$ cat src/rtl/rxq_pkg.sv
package rxq_pkg;
    localparam int DATA_W = 8;

    typedef enum logic [2:0] {
        RX_IDLE,
        RX_START,
        RX_DATA,
        RX_PARITY,
        RX_STOP,
        RX_HOLD
    } rx_state_e;

    typedef struct packed {
        logic              ovr;
        logic              brk;
        logic              perr;
        logic              ferr;
        logic [DATA_W-1:0] data;
    } rx_entry_t;

    localparam int ENTRY_W = $bits(rx_entry_t);
endpackage

$ cat src/rtl/rxq_sync.sv
module rxq_sync #(
    parameter int STAGES = 2
) (
    input  logic clk,
    input  logic rst_n,
    input  logic din,
    output logic dout
);
    logic [STAGES-1:0] chain;

    always_ff @(posedge clk or negedge rst_n) begin
        if (!rst_n) chain <= '1;
        else        chain <= {chain[STAGES-2:0], din};
    end

    assign dout = chain[STAGES-1];
endmodule

$ cat src/rtl/rxq_frame_fsm.sv
module rxq_frame_fsm
    import rxq_pkg::*;
#(
    parameter int OS_MAX = 16
) (
    input  logic              clk,
    input  logic              rst_n,
    input  logic              line,
    input  logic              tick,
    input  logic              fast_mode,
    input  logic [1:0]        word_sel,
    input  logic              par_en,
    input  logic              par_odd,
    output logic              char_valid,
    output logic [DATA_W-1:0] char_data,
    output logic              char_ferr,
    output logic              char_perr,
    output logic              char_brk
);
    localparam int CW = $clog2(OS_MAX);
    localparam int BW = $clog2(DATA_W);

    rx_state_e         state, state_nx;
    logic [CW-1:0]     tcnt;
    logic [BW-1:0]     bidx;
    logic [DATA_W-1:0] shreg;
    logic              par_acc;
    logic              perr_r;
    logic              zero_acc;

    logic [CW-1:0] full_last, half_last;
    logic          sample, last_bit;

    assign full_last = fast_mode ? CW'(OS_MAX/2 - 1) : CW'(OS_MAX - 1);
    assign half_last = fast_mode ? CW'(OS_MAX/4 - 1) : CW'(OS_MAX/2 - 1);
    assign sample    = tick && (tcnt == ((state == RX_START) ? half_last : full_last));
    assign last_bit  = (bidx == (BW'(4) + BW'(word_sel)));

    // state register
    always_ff @(posedge clk or negedge rst_n) begin
        if (!rst_n) state <= RX_IDLE;
        else        state <= state_nx;
    end

    // next-state logic
    always_comb begin
        state_nx = state;
        unique case (state)
            RX_IDLE:   if (!line) state_nx = RX_START;
            RX_START:  if (sample) state_nx = line ? RX_IDLE : RX_DATA;
            RX_DATA:   if (sample && last_bit) state_nx = par_en ? RX_PARITY : RX_STOP;
            RX_PARITY: if (sample) state_nx = RX_STOP;
            RX_STOP:   if (sample) state_nx = line ? RX_IDLE : RX_HOLD;
            RX_HOLD:   if (line) state_nx = RX_IDLE;
            default:   state_nx = RX_IDLE;
        endcase
    end

    // bit timing and data path
    always_ff @(posedge clk or negedge rst_n) begin
        if (!rst_n) begin
            tcnt     <= '0;
            bidx     <= '0;
            shreg    <= '0;
            par_acc  <= 1'b0;
            perr_r   <= 1'b0;
            zero_acc <= 1'b1;
        end else begin
            if (state == RX_IDLE || state == RX_HOLD) tcnt <= '0;
            else if (tick) tcnt <= sample ? '0 : tcnt + CW'(1);

            if (state == RX_IDLE) begin
                bidx     <= '0;
                shreg    <= '0;
                par_acc  <= 1'b0;
                perr_r   <= 1'b0;
                zero_acc <= 1'b1;
            end else if (sample) begin
                if (state == RX_DATA) begin
                    shreg[bidx] <= line;
                    bidx        <= bidx + BW'(1);
                    par_acc     <= par_acc ^ line;
                    zero_acc    <= zero_acc & ~line;
                end
                if (state == RX_PARITY) begin
                    perr_r   <= par_acc ^ line ^ par_odd;
                    zero_acc <= zero_acc & ~line;
                end
            end
        end
    end

    // registered character outputs
    always_ff @(posedge clk or negedge rst_n) begin
        if (!rst_n) begin
            char_valid <= 1'b0;
            char_data  <= '0;
            char_ferr  <= 1'b0;
            char_perr  <= 1'b0;
            char_brk   <= 1'b0;
        end else begin
            char_valid <= (state == RX_STOP) && sample;
            if ((state == RX_STOP) && sample) begin
                char_data <= shreg;
                char_ferr <= ~line;
                char_perr <= par_en & perr_r;
                char_brk  <= zero_acc & ~line;
            end
        end
    end


    brk_implies_ferr_chk: assert property (@(posedge clk) disable iff (!rst_n)
        (char_valid && char_brk) |-> char_ferr);


    glitch_reject_chk: assert property (@(posedge clk) disable iff (!rst_n)
        (state == RX_START && sample && line) |=> (state == RX_IDLE && !char_valid));


    hold_wait_chk: assert property (@(posedge clk) disable iff (!rst_n)
        (state == RX_HOLD && !line) |=> (state == RX_HOLD));


    idle_line_high_chk: assert property (@(posedge clk) disable iff (!rst_n)
        (state == RX_IDLE && line) |=> (state == RX_IDLE));
endmodule

$ cat src/rtl/rxq_fifo.sv
module rxq_fifo #(
    parameter int DEPTH = 16,
    parameter int WIDTH = 12
) (
    input  logic             clk,
    input  logic             rst_n,
    input  logic             wr_en,
    input  logic [WIDTH-1:0] wr_data,
    input  logic             rd_en,
    output logic [WIDTH-1:0] rd_data,
    output logic             empty,
    output logic             full
);
    localparam int AW = $clog2(DEPTH);

    logic [WIDTH-1:0] mem [DEPTH];
    logic [AW-1:0]    wptr, rptr;
    logic [AW:0]      cnt;
    logic             do_wr, do_rd;

    assign empty   = (cnt == '0);
    assign full    = (cnt == (AW+1)'(DEPTH));
    assign do_wr   = wr_en && !full;
    assign do_rd   = rd_en && !empty;
    assign rd_data = mem[rptr];

    always_ff @(posedge clk) begin
        if (do_wr) mem[wptr] <= wr_data;
    end

    always_ff @(posedge clk or negedge rst_n) begin
        if (!rst_n) begin
            wptr <= '0;
            rptr <= '0;
            cnt  <= '0;
        end else begin
            if (do_wr) wptr <= (wptr == AW'(DEPTH-1)) ? '0 : wptr + AW'(1);
            if (do_rd) rptr <= (rptr == AW'(DEPTH-1)) ? '0 : rptr + AW'(1);
            cnt <= cnt + (AW+1)'(do_wr) - (AW+1)'(do_rd);
        end
    end


    count_bound_chk: assert property (@(posedge clk) disable iff (!rst_n)
        cnt <= (AW+1)'(DEPTH));


    flags_exclusive_chk: assert property (@(posedge clk) disable iff (!rst_n)
        !(full && empty));


    write_when_full_chk: assert property (@(posedge clk) disable iff (!rst_n)
        (wr_en && full && !rd_en) |=> full && $stable(wptr));
endmodule

$ cat src/rtl/uart_rx_statq.sv
module uart_rx_statq
    import rxq_pkg::*;
#(
    parameter int FIFO_DEPTH = 16,
    parameter int OS_MAX     = 16
) (
    input  logic               clk,
    input  logic               rst_n,
    input  logic               rx_in,
    input  logic               os_tick,
    input  logic               fast_mode,
    input  logic [1:0]         word_sel,
    input  logic               par_en,
    input  logic               par_odd,
    input  logic               rd_en,
    output logic [ENTRY_W-1:0] rd_data,
    output logic               rx_empty,
    output logic               rx_full
);
    logic              line_s;
    logic              char_valid, char_ferr, char_perr, char_brk;
    logic [DATA_W-1:0] char_data;
    logic              ovr_pend;
    logic              wr_en;
    rx_entry_t         entry;

    rxq_sync #(.STAGES(2)) sync_i (
        .clk   (clk),
        .rst_n (rst_n),
        .din   (rx_in),
        .dout  (line_s)
    );

    rxq_frame_fsm #(.OS_MAX(OS_MAX)) fsm_i (
        .clk        (clk),
        .rst_n      (rst_n),
        .line       (line_s),
        .tick       (os_tick),
        .fast_mode  (fast_mode),
        .word_sel   (word_sel),
        .par_en     (par_en),
        .par_odd    (par_odd),
        .char_valid (char_valid),
        .char_data  (char_data),
        .char_ferr  (char_ferr),
        .char_perr  (char_perr),
        .char_brk   (char_brk)
    );

    assign entry = '{ovr: ovr_pend, brk: char_brk, perr: char_perr,
                     ferr: char_ferr, data: char_data};
    assign wr_en = char_valid && !rx_full;

    always_ff @(posedge clk or negedge rst_n) begin
        if (!rst_n)                      ovr_pend <= 1'b0;
        else if (char_valid && rx_full)  ovr_pend <= 1'b1;
        else if (wr_en)                  ovr_pend <= 1'b0;
    end

    rxq_fifo #(.DEPTH(FIFO_DEPTH), .WIDTH(ENTRY_W)) fifo_i (
        .clk     (clk),
        .rst_n   (rst_n),
        .wr_en   (wr_en),
        .wr_data (entry),
        .rd_en   (rd_en),
        .rd_data (rd_data),
        .empty   (rx_empty),
        .full    (rx_full)
    );


    ovr_set_chk: assert property (@(posedge clk) disable iff (!rst_n)
        (char_valid && rx_full) |=> ovr_pend);


    ovr_clear_chk: assert property (@(posedge clk) disable iff (!rst_n)
        (wr_en && ovr_pend) |=> !ovr_pend);
endmodule

$ cat config.mk
export PLATFORM = sky130hd
export DESIGN_NAME = uart_rx_statq
export DESIGN_NICKNAME = d
export VERILOG_FILES = /design/src/rtl/rxq_pkg.sv /design/src/rtl/rxq_sync.sv /design/src/rtl/rxq_frame_fsm.sv /design/src/rtl/rxq_fifo.sv /design/src/rtl/uart_rx_statq.sv
export SDC_FILE = /design/constraint.sdc
export NUM_CORES = 1
export LEC_CHECK = 0
export ABC_AREA = 1
export BUFFER_PORTS_ARGS = -buffer_cell sky130_fd_sc_hd__buf_2
export CAP_MARGIN = 20
export CORE_ASPECT_RATIO = 0.6
export CORE_MARGIN = 2
export CORE_UTILIZATION = 55
export CTS_CLUSTER_SIZE = 12
export DETAILED_ROUTE_END_ITERATION = 6
export PLACE_DENSITY_LB_ADDON = 0.25
export SYNTH_ARGS = -nofsm -noshare
export SYNTH_HDL_FRONTEND = slang
export SYNTH_SLANG_ARGS = --single-unit
$ cat constraint.sdc
create_clock -name clk -period 2.65 [get_ports clk]
set_clock_uncertainty 0.2 [all_clocks]
set_input_delay 0.3975 -clock clk [delete_from_list [all_inputs] [get_ports clk]]
set_output_delay 0.3975 -clock clk [all_outputs]
set_load 0.03 [all_outputs]
==> flow_summary.yaml <==
yosys:
  synthesis.area_um2: 10100
  synth_common_cells: "edfxtp_1, nor2_1, nand2_1"
  synth_most_common_cell: "edfxtp_1"
  ys_warn_count: 0
  ys_types: 32
  synth.largest_area_cell: "edfxtp_1"
  syn-num-nets: 913
  synth_seq_cells: 241
  synth_edf_count: 192
  synthCells: 889
  async_reset_ff_share_pct: 20.3
  syn_avg_cell_area_um2: 11.4
  synthTopCellsByArea: "edfxtp_1, dfrtp_1, nor2_1, nand2_1, o21ai_0"
  seq_area_frac_synth_pct: 69.0
  ys.flop_type: "edfxtp_1"
  yosys.area.top_type_share_pct: 56.9
critical_path:
  start_kind: "register"
  arrival_ns: 2.16
  required_ns: 2.05
  criticalPathCategory: "register to output port"
  crit_path_end_kind: "output port"
  worst-r2r-setup-slack_ns: 0.16
  ff2ff_path_depth: 13
  path_max_fanout: 15
  reg2reg_to: "fifo_i.cnt[4]"
  r2r_start: "fifo_i.cnt[2]"
finish:
  regArea_um2: 7000
  area_growth_pct: 16.8
  final_cells: 1211
  diodes: 0
  drive_above_1_share_pct: 14.4
  nFillCells: 1342
  finalInstanceArea_um2: 11800
  multiInputGateArea_um2: 2850
  nNetsFinal: 977
die:
  dieArea_um2: 19600
  io_pins: 24
  die_x_um: 179
  design.core.area_um2: 18100
  dieHeight_um: 109
  rows: 38
  start_util_pct: 56.1
route:
  num_vias: 6929
  drc: 0
  ant_nets: 0
  wl_per_cell_um: 19.6
  routed_via_density: 5.72
  drt_pre_antenna_iters: 5
  drt_iter0_drc: 749
  wirelength_um: 23700
clock_network:
  clk_pin_slew_worst_paths_ns: 0.06
  cts_tree: "built"
  clk_path_buf_depth: 3
  clkSinkCount: 241
  ctsRootBufferMaster: "clkbuf_16"
  h-tree-depth: 1
  clock_latency_ns: 0.51
  numCtsBuffers: 24
worst_hold_path:
  whs_endpoint: "fsm_i.perr_r"
  min_path_type: "input port to register"
  hold_path_depth: 5
  hp-start: "par_odd"
grt:
  antenna_found_initial: 0
  grt_max_degree: 71
  grt.overflow.total: 0
  grt_first_pass_wirelength_um: 35000
  first_global_vias: 6336
  track_usage_pct: 23.7
place:
  place_inst: 1149
  placed_area_um2: 10700
  hpwl_um: 13500
  io_buffers: 23
  dp_slack_ns: 0.116
  gp_routability_congestion: 0.817
sta:
  fmax_mhz: 362
  post-route-period-util_pct: 104
  relSlewSlack_pct: 40.3
  final_max_slew_viol_count: 0
  worst_pin_slew_ns: 0.896
  min_period_ns: 2.76
  setup_viol: 11
  rsz0062_at_grt: "yes"
  final_hold_viol_count: 0
  worst_slack_ns: -0.110
  final.setup.tns_ns: -0.574
outcome:
  outcome: "finished, violations left"
  violations: "negative setup slack"
pwr:
  pwr_density_cell_nw_per_um2: 995
  total_leakage_power_nw: 4.58
  max-vdd-ir-drop_uv: 915
flow_run:
  timing.max_cap.violations: 0
## placed cells by master (no fill, tap or decap), drive strengths merged, types with 10 or more instances in the layout
cell | Yosys | routed
nor2 | 191 | 191
dfrtp | 46 | 46
ha | 13 | 13
inv | 44 | 44
xor2 | 10 | 10
a21oi | 10 | 10
buf | 16 | 71
o21ai | 99 | 99
clkbuf | 27 | 48
edfxtp | 192 | 192
nand4 | 10 | 10
o32ai | 24 | 24
nand3 | 51 | 51
o211ai | 24 | 24
nand2 | 119 | 119
## final cells by class
type / instances / area share [%]
Tap cell: 240 / 2.54
Inverter: 47 / 1.55
Timing Repair Buffer: 81 / 6.83
Sequential cell: 241 / 59.1
Clock inverter: 2 / 0.106
Clock buffer: 42 / 5.82
Multi-Input combinational cell: 558 / 24.1
## power by group
| group | leakage [nW] | total (mW) | switching [mW] | internal [mW] |
|---|---|---|---|---|
| registers | 2.50 | 4.29 | 0.128 | 4.16 |
| logic | 1.75 | 4.38 | 2.71 | 1.68 |
| clock network | 0.334 | 3.12 | 1.36 | 1.76 |
## stage by stage
step	hold WS [ns]	utilization [%]	power, mW
after detailed placement	0.147	59.4	7.90
after global placement	0.146	59.4	7.84
final	0.0603	65.5	11.8
after CTS	0.0127	63.8	11.2
after global routing	0.0997	65.5	12.4
after floorplan	-0.0981	-	6.83
## state kept, by name (all words and copies together), names as in the netlist
register          flops
fsm_i.par_acc         1
fsm_i.char_valid      1
fsm_i.char_brk        1
fifo_i.cnt            5
fsm_i.zero_acc        1
fsm_i.bidx            3
fsm_i.char_perr       1
fsm_i.char_ferr       1
fifo_i.rptr           4
fsm_i.perr_r          1
sync_i.chain          2
fifo_i.mem          192
fsm_i.state           3
fsm_i.char_data       8
fifo_i.wptr           4
fsm_i.tcnt            4
fsm_i.shreg           8
ovr_pend              1
## cells by family after synthesis
logic type               count (synthesis)  share of synthesized area (%)
XOR/XNOR                                11                          0.950
AO/OA/AOI/OAI                          158                           9.52
adder cells (fa/ha/maj)                 14                           1.80
flip-flops                             241                           69.0
AND/OR/NAND/NOR                        375                           15.1
buffers and inverters                   90                           3.63
## worst max-delay path: stages, from the launching register on
cell and delay (ns):
dfrtp_2 0.51, buf_4 0.20, clkbuf_16 0.18, o21ai_0 0.10, o211ai_1 0.18, nand3_1 0.16
nand3_1 0.14, buf_4 0.17
## per-layer routing
layer  track usage, %  vias up  part of all wire [%]
li1                 -     3255                     -
met1             38.0     3318                    45
met2             34.6      328                    43
met3             3.84       28                    10
met4             4.38        0                   1.1
met5                0        -                     0
## worst max path at each step
stage | from | to | slack, ns | depth (start not counted)
after floorplan | fifo_i.cnt[3] | fifo_i.cnt[4] | 0.22 | 13
after global placement | fifo_i.cnt[3] | fifo_i.cnt[4] | 0.17 | 13
after detailed placement | fifo_i.cnt[3] | fifo_i.cnt[4] | 0.12 | 13
after CTS | fifo_i.rptr[0] | rd_data[5] | -0.06 | 8
after global routing | fifo_i.rptr[0] | rd_data[8] | -0.19 | 8
final | fifo_i.rptr[0] | rd_data[6] | -0.11 | 7
## what timing repair did
| item | 4_1_cts | 5_1_grt |
|---|---|---|
| resized for setup | 22 | 37 |
| cloned | 0 | 8 |
| setup endpoints to repair | 12 | 13 |
| pin swaps | 5 | 13 |
| hold buffers | 4 | 0 |
| hold endpoints to repair | 37 | 0 |
| setup buffers | 0 | 6 |
(Power assumes the default switching activity.)
